$ cat src/rtl/gpio_irq_pkg.sv
package gpio_irq_pkg;

  typedef enum logic [2:0] {
    DET_OFF,
    DET_LOW,
    DET_HIGH,
    DET_RISE,
    DET_FALL,
    DET_BOTH
  } det_mode_e;

  localparam int CODE_W = 4;

  // Map a 4-bit detection code to a mode; any unlisted code is off.
  function automatic det_mode_e decode_mode(input logic [CODE_W-1:0] code);
    det_mode_e m;
    case (code)
      4'b0000: m = DET_LOW;
      4'b0001: m = DET_HIGH;
      4'b1101: m = DET_RISE;
      4'b1110: m = DET_FALL;
      4'b1111: m = DET_BOTH;
      default: m = DET_OFF;
    endcase
    return m;
  endfunction

endpackage

$ cat src/rtl/gpio_sync2.sv
module gpio_sync2 #(
  parameter int          WIDTH   = 4,
  parameter logic        RST_VAL = 1'b1
) (
  input  logic             clk,
  input  logic             rst_n,
  input  logic [WIDTH-1:0] d_async,
  output logic [WIDTH-1:0] q_sync
);

  logic [WIDTH-1:0] stage1_q;
  logic [WIDTH-1:0] stage2_q;

  always_ff @(posedge clk or negedge rst_n) begin
    if (!rst_n) begin
      stage1_q <= {WIDTH{RST_VAL}};
      stage2_q <= {WIDTH{RST_VAL}};
    end else begin
      stage1_q <= d_async;
      stage2_q <= stage1_q;
    end
  end

  assign q_sync = stage2_q;

endmodule

$ cat src/rtl/gpio_pin_det.sv
module gpio_pin_det
  import gpio_irq_pkg::*;
(
  input  logic              clk,
  input  logic              rst_n,
  input  logic              pin_s,
  input  logic              cfg_wr,
  input  logic [CODE_W-1:0] cfg_wdata,
  input  logic              clr,
  input  logic              agg_en,
  output logic              irq,
  output logic              wake,
  output logic              clkreq,
  output logic              is_edge
);

  logic [CODE_W-1:0] code_q, code_d;
  logic              prev_q, prev_d;
  logic              sticky_q, sticky_d;
  det_mode_e         mode;
  logic              rise, fall, hit, lvl_stat, status;

  // Decode and event detection
  always_comb begin
    mode     = decode_mode(code_q);
    rise     = pin_s & ~prev_q;
    fall     = ~pin_s & prev_q;
    is_edge  = (mode == DET_RISE) || (mode == DET_FALL) || (mode == DET_BOTH);
    hit      = ((mode == DET_RISE) && rise) ||
               ((mode == DET_FALL) && fall) ||
               ((mode == DET_BOTH) && (rise || fall));
    lvl_stat = ((mode == DET_LOW)  && !pin_s) ||
               ((mode == DET_HIGH) &&  pin_s);
  end

  // Next state
  always_comb begin
    code_d   = cfg_wr ? cfg_wdata : code_q;
    prev_d   = pin_s;
    sticky_d = sticky_q;
    if (cfg_wr)      sticky_d = 1'b0;
    else if (hit)    sticky_d = 1'b1;
    else if (clr)    sticky_d = 1'b0;
  end

  // Registers
  always_ff @(posedge clk or negedge rst_n) begin
    if (!rst_n) begin
      code_q   <= '0;
      prev_q   <= 1'b1;
      sticky_q <= 1'b0;
    end else begin
      if (cfg_wr) code_q <= code_d;
      prev_q   <= prev_d;
      sticky_q <= sticky_d;
    end
  end

  // Outputs
  always_comb begin
    status = is_edge ? sticky_q : lvl_stat;
    irq    = status & agg_en;
    wake   = is_edge & sticky_q & agg_en;
    clkreq = (mode != DET_OFF) & status;
  end

endmodule

$ cat src/rtl/gpio_irq_detect.sv
module gpio_irq_detect
  import gpio_irq_pkg::*;
#(
  parameter int NUM_PINS = 4,
  parameter int SEL_W    = (NUM_PINS > 1) ? $clog2(NUM_PINS) : 1
) (
  input  logic                clk,
  input  logic                rst_n,
  input  logic [NUM_PINS-1:0] pin_in,
  input  logic [NUM_PINS-1:0] agg_en,
  input  logic                cfg_we,
  input  logic [SEL_W-1:0]    cfg_sel,
  input  logic [CODE_W-1:0]   cfg_wdata,
  input  logic                clr_we,
  input  logic [NUM_PINS-1:0] clr_mask,
  output logic [NUM_PINS-1:0] irq_req,
  output logic                wake_req,
  output logic                clk_req
);

  logic [NUM_PINS-1:0] pin_sync;
  logic [NUM_PINS-1:0] wake_vec;
  logic [NUM_PINS-1:0] clkreq_vec;
  logic [NUM_PINS-1:0] pin_edge_mode;

  gpio_sync2 #(
    .WIDTH   (NUM_PINS),
    .RST_VAL (1'b1)
  ) u_sync (
    .clk     (clk),
    .rst_n   (rst_n),
    .d_async (pin_in),
    .q_sync  (pin_sync)
  );

  for (genvar i = 0; i < NUM_PINS; i++) begin : g_pin
    logic pin_cfg_wr;
    logic pin_clr;
    assign pin_cfg_wr = cfg_we && (cfg_sel == SEL_W'(i));
    assign pin_clr    = clr_we && clr_mask[i];

    gpio_pin_det u_det (
      .clk       (clk),
      .rst_n     (rst_n),
      .pin_s     (pin_sync[i]),
      .cfg_wr    (pin_cfg_wr),
      .cfg_wdata (cfg_wdata),
      .clr       (pin_clr),
      .agg_en    (agg_en[i]),
      .irq       (irq_req[i]),
      .wake      (wake_vec[i]),
      .clkreq    (clkreq_vec[i]),
      .is_edge   (pin_edge_mode[i])
    );
  end

  assign wake_req = |wake_vec;
  assign clk_req  = |clkreq_vec;

endmodule

$ cat config.mk
export PLATFORM = sky130hd
export DESIGN_NAME = gpio_irq_detect
export DESIGN_NICKNAME = d
export VERILOG_FILES = /design/src/rtl/gpio_irq_pkg.sv /design/src/rtl/gpio_sync2.sv /design/src/rtl/gpio_pin_det.sv /design/src/rtl/gpio_irq_detect.sv
export SDC_FILE = /design/constraint.sdc
export NUM_CORES = 1
export LEC_CHECK = 0
export ABC_AREA = 1
export BUFFER_PORTS_ARGS = -buffer_cell sky130_fd_sc_hd__buf_2
export CAP_MARGIN = 20
export CORE_ASPECT_RATIO = 1.75
export CORE_MARGIN = 3
export CORE_UTILIZATION = 57
export CTS_BUF_LIST = sky130_fd_sc_hd__clkbuf_8
export DETAILED_ROUTE_END_ITERATION = 10
export HOLD_SLACK_MARGIN = 0.15
export PLACE_DENSITY = 0.86
export SLEW_MARGIN = 30
export SYNTH_ARGS = -nofsm -noshare
export SYNTH_HDL_FRONTEND = slang
export SYNTH_SLANG_ARGS = --single-unit
$ cat constraint.sdc
create_clock -name clk -period 1.6 [get_ports clk]
set_input_delay 0.08 -clock clk [delete_from_list [all_inputs] [get_ports clk]]
set_output_delay 0.08 -clock clk [all_outputs]
set_load 0.02 [all_outputs]
==> impl_summary.log <==
[metrics] outcome: completed
[metrics] maximum fanout count along the critical path: 4
[metrics] leading cell types by total area after synthesis: sky130_fd_sc_hd__dfrtp_1 32%, sky130_fd_sc_hd__dfstp_2 20%, sky130_fd_sc_hd__nand2_1 11%
[metrics] fin crit share: 94.4%
[metrics] Internal Pwr Total: 1.36 mW
[metrics] Comb pwr share: 19.2%
[metrics] count of endpoints failing hold in the final timing report: 0
[metrics] actual transition at the worst max-transition pin: 0.688 ns
[metrics] clock latency of the later-clocked register in the worst-skew pair: 0.28 ns
[metrics] fmax: 662 MHz
[metrics] Slew HR: 54.2%
[metrics] Syn Area/Cell: 8.47 um^2
[metrics] port buffer count: 27
[metrics] FF-to-FF Start: g_pin[1].u_det.prev_q
[metrics] largest voltage drop on the vdd net: 0.000960 V
[metrics] effective utilization at floorplan: 61.3%
[metrics] worst setup margin: 0.0899 ns
[metrics] weighted congestion reported at the end of routability-driven placement: 0.829
[metrics] startpoint type of the worst setup path: flip-flop
[metrics] total net switching power: 558 uW
[metrics] depth of the worst register-to-register path: 5
[metrics] fraction of the mapped netlist area in compound gates: 8.37%
[metrics] reg2reg end: g_pin[1].u_det.sticky_q
[metrics] total of warnings raised by yosys: 0
[metrics] # Post-CTS Setup Buffers: 0
[metrics] total routed wirelength: 3.30 mm
[metrics] Post-route DRC: 0
[metrics] Final Instance Area: 1980 um^2
[metrics] adder-cell area share of the yosys netlist: 6.32%
[metrics] main combinational cell family by area after synthesis: simple AND/OR/NAND/NOR gates
[metrics] number of max-cap violations: 0
[metrics] endpoints failing setup: 0
[metrics] share of cells above drive strength 1: 23.8%
[metrics] cell accounting for the most synthesized area: sky130_fd_sc_hd__dfrtp_1
[metrics] syn_nets: 217
[metrics] Detail Route Antenna Nets: 0
[metrics] combined area of all synthesized cells: 1580 um^2
[metrics] die span in x: 45.9 um
[metrics] aggregate negative setup slack: 0 ns
[metrics] synth-to-layout area growth: 25.3%
[metrics] fraction of power consumed by the clock network: 28.6%
[metrics] element type at the critical path end: output port
[metrics] leakage power figure: 1.01 nW
[metrics] Min-Delay Path Depth: 3
[metrics] Placement Rows: 24
[metrics] total CTS buffers: 5
[metrics] post-place setup slack: 0.379 ns
[metrics] fraction of the yosys area taken by sequential cells: 51.5%
[metrics] worst-case clock skew: 0.00500 ns
[metrics] most instantiated flip-flop cell in the synthesis netlist: sky130_fd_sc_hd__dfrtp_1
[metrics] area of all sequential standard cells: 818 um^2
[metrics] H-tree levels: 2
[metrics] Detailed Place HPWL: 2.31 mm
[metrics] simple-gate share of the synthesized area: 27.2%
[metrics] proportion of synthesized flip-flops having asynchronous set or reset: 100%
[metrics] CTS tree: done
[metrics] share of synthesized area spent on multiplexers: 0%
[metrics] area share of the largest cell type after synthesis: 31.6%
[metrics] hold worst-path end: g_pin[0].u_det.sticky_q
[metrics] hold_sp: cfg_sel[1]
[metrics] post-synthesis xor/xnor area fraction: 0%
[metrics] clock transition at the registers of the reported paths: 0.06 ns
[metrics] most common library cells after synthesis: 47 x sky130_fd_sc_hd__nand2_1, 29 x sky130_fd_sc_hd__nor2_1, 20 x sky130_fd_sc_hd__dfrtp_1, 18 x sky130_fd_sc_hd__inv_1, 16 x sky130_fd_sc_hd__nand3_1
[metrics] die span in y: 75.7 um
[metrics] number of DRC markers after the initial detailed-route iteration: 38
[metrics] Floorplan Core Area: 2580 um^2
[metrics] number of global-route vias before repair: 1346
[metrics] most repeated cell in the gate-level netlist after synthesis: sky130_fd_sc_hd__nand2_1
[metrics] area of the multi-input gates: 673 um^2
[metrics] Placed Area: 1720 um^2
[metrics] global route overflow: 0
[metrics] Tot Pwr: 1.92 mW
[metrics] GRT Resource Usage Total: 22.6%
[metrics] Sink Count: 32
[metrics] routed wirelength normalized by instance count: 12.7 um
[metrics] count of final max-slew check failures: 0
[metrics] number of fill cells in the layout: 196
[metrics] Synth cell types: 20
[metrics] worst path arrival time: 1.43 ns
[metrics] class of the tightest hold or removal check: primary input to flip-flop
[metrics] number of vias after detailed routing: 1376
[metrics] master cell of the clock root buffer: sky130_fd_sc_hd__clkbuf_8
[metrics] number of enable-type register cells in the synthesized netlist: 0
[metrics] clock tree buffer depth: 2
[metrics] number of antenna violations at the first check in global routing: 0
[metrics] first-pass GRT wire length: 5.48 mm
[metrics] Post-Synthesis Cells: 187
[metrics] pin count of the biggest net entering global routing: 33
[metrics] Pwr per Cell Area: 967 nW/um^2
[metrics] CP Data Required Time: 1.52 ns
[metrics] Yosys reg bits: 32
[metrics] setup slack of the most critical reg-to-reg path: 0.38 ns
[metrics] number of nets in the layout: 264
[metrics] shortest period the worst path allows: 1.51 ns
[metrics] Detailed Routing Iterations Pass 1: 4
[metrics] net switching share of the total power: 29.1%
[metrics] unrepaired setup endpoints after global routing: no
[metrics] total inserted antenna cells: 0
[metrics] fraction of power consumed by sequential logic: 52.2%
[metrics] Crit Path Class: flip-flop to output port
[metrics] Avg Vias per Cell: 5.27
[metrics] Top-Level Pins: 28
[metrics] DIE AREA: 3470 um^2
-- final cells by class --
class | instances | area share (%)
multi-input combinational | 131 | 33.9
inverter | 20 | 3.78
clock inverter | 3 | 0.567
timing repair buffer | 44 | 15.4
sequential | 32 | 41.2
clock buffer | 5 | 3.47
tap | 26 | 1.64
-- kinds of logic (layout without fill, tap and decap cells) --
| kind of cell | Yosys count | after routing |
|---|---|---|
| fa+ha+maj | 8 | 8 |
| flops | 32 | 32 |
| compound gates | 24 | 24 |
| buf+inv | 24 | 72 |
| simple gates | 99 | 99 |
-- per-stage QoR --
step / utilization, % / instances / hold WS [ns]
floorplan: - / 187 / -0.216
global placement: 66.7 / 236 / 0.151
detailed placement: 66.7 / 236 / 0.153
CTS: 76.4 / 261 / 0.152
global route: 76.8 / 261 / 0.174
finish: 76.8 / 261 / 0.164
-- power by group through the flow --
| stage | registers [mW] | logic (mW) | clock network (mW) |
|---|---|---|---|
| 6_report | 1.00 | 0.369 | 0.549 |
| 5_1_grt | 1.02 | 0.426 | 0.605 |
| 4_1_cts | 0.996 | 0.363 | 0.570 |
| 3_5_place_dp | 1.01 | 0.329 | 0 |
| 3_3_place_gp | 1.00 | 0.317 | 0 |
| 2_1_floorplan | 0.988 | 0.235 | 0 |
-- flip-flops by register name (all words and copies together) (netlist names) --
signal	cells
u_sync.q_sync	4
g_pin.u_det.prev_q	4
g_pin.u_det.sticky_q	4
g_pin.u_det.code_q	16
u_sync.stage1_q	4
-- cell usage in the layout, fill, tap and decap left out, drive strengths merged, types with 3 or more instances in the layout --
cell and count:
a21boi 5, o21ai 16, dfstp 12, nand3 17
dfrtp 20, nand3b 3, a21oi 3, buf 27
nand2 48, clkbuf 5, ha 8, dlygate4sd3 17
inv 23, nor2 29
-- worst max-delay path, cell delays in order (launching register included) --
cell,delay [ns]
sky130_fd_sc_hd__dfstp_2,0.56
sky130_fd_sc_hd__inv_1,0.06
sky130_fd_sc_hd__nand3_1,0.07
sky130_fd_sc_hd__nand3_1,0.11
sky130_fd_sc_hd__nor2_1,0.13
sky130_fd_sc_hd__nand2_1,0.06
sky130_fd_sc_hd__buf_2,0.15
-- repair_timing --
action | CTS | global route
endpoints found under the hold margin | 37 | 0
hold buffers | 17 | 0
endpoints found under the setup margin | 0 | 3
gates resized for setup | 0 | 6
-- worst max-delay path by stage --
stage,startpoint,endpoint,slack (ns),depth (start not counted)
after global routing,g_pin[1].u_det.code_q[0],clk_req,0.002,7
final,u_sync.q_sync[0],clk_req,0.09,6
after CTS,g_pin[3].u_det.code_q[1],irq_req[3],0.06,5
after detailed placement,g_pin[3].u_det.code_q[1],irq_req[3],0.38,5
after global placement,u_sync.q_sync[0],clk_req,0.39,6
after floorplan,g_pin[3].u_det.prev_q,g_pin[3].u_det.sticky_q,0.43,5
-- layer usage --
metal	share of wire, %	routed length (um)	GRT usage, %	vias up
met3	5.2	171	5.91	10
met1	36	1200	23.1	637
li1	-	-	-	691
met5	0	0	0	-
met4	3.7	121	13.3	0
met2	55	1810	39.6	38
Note: power is estimated with default switching activity, not from simulation.
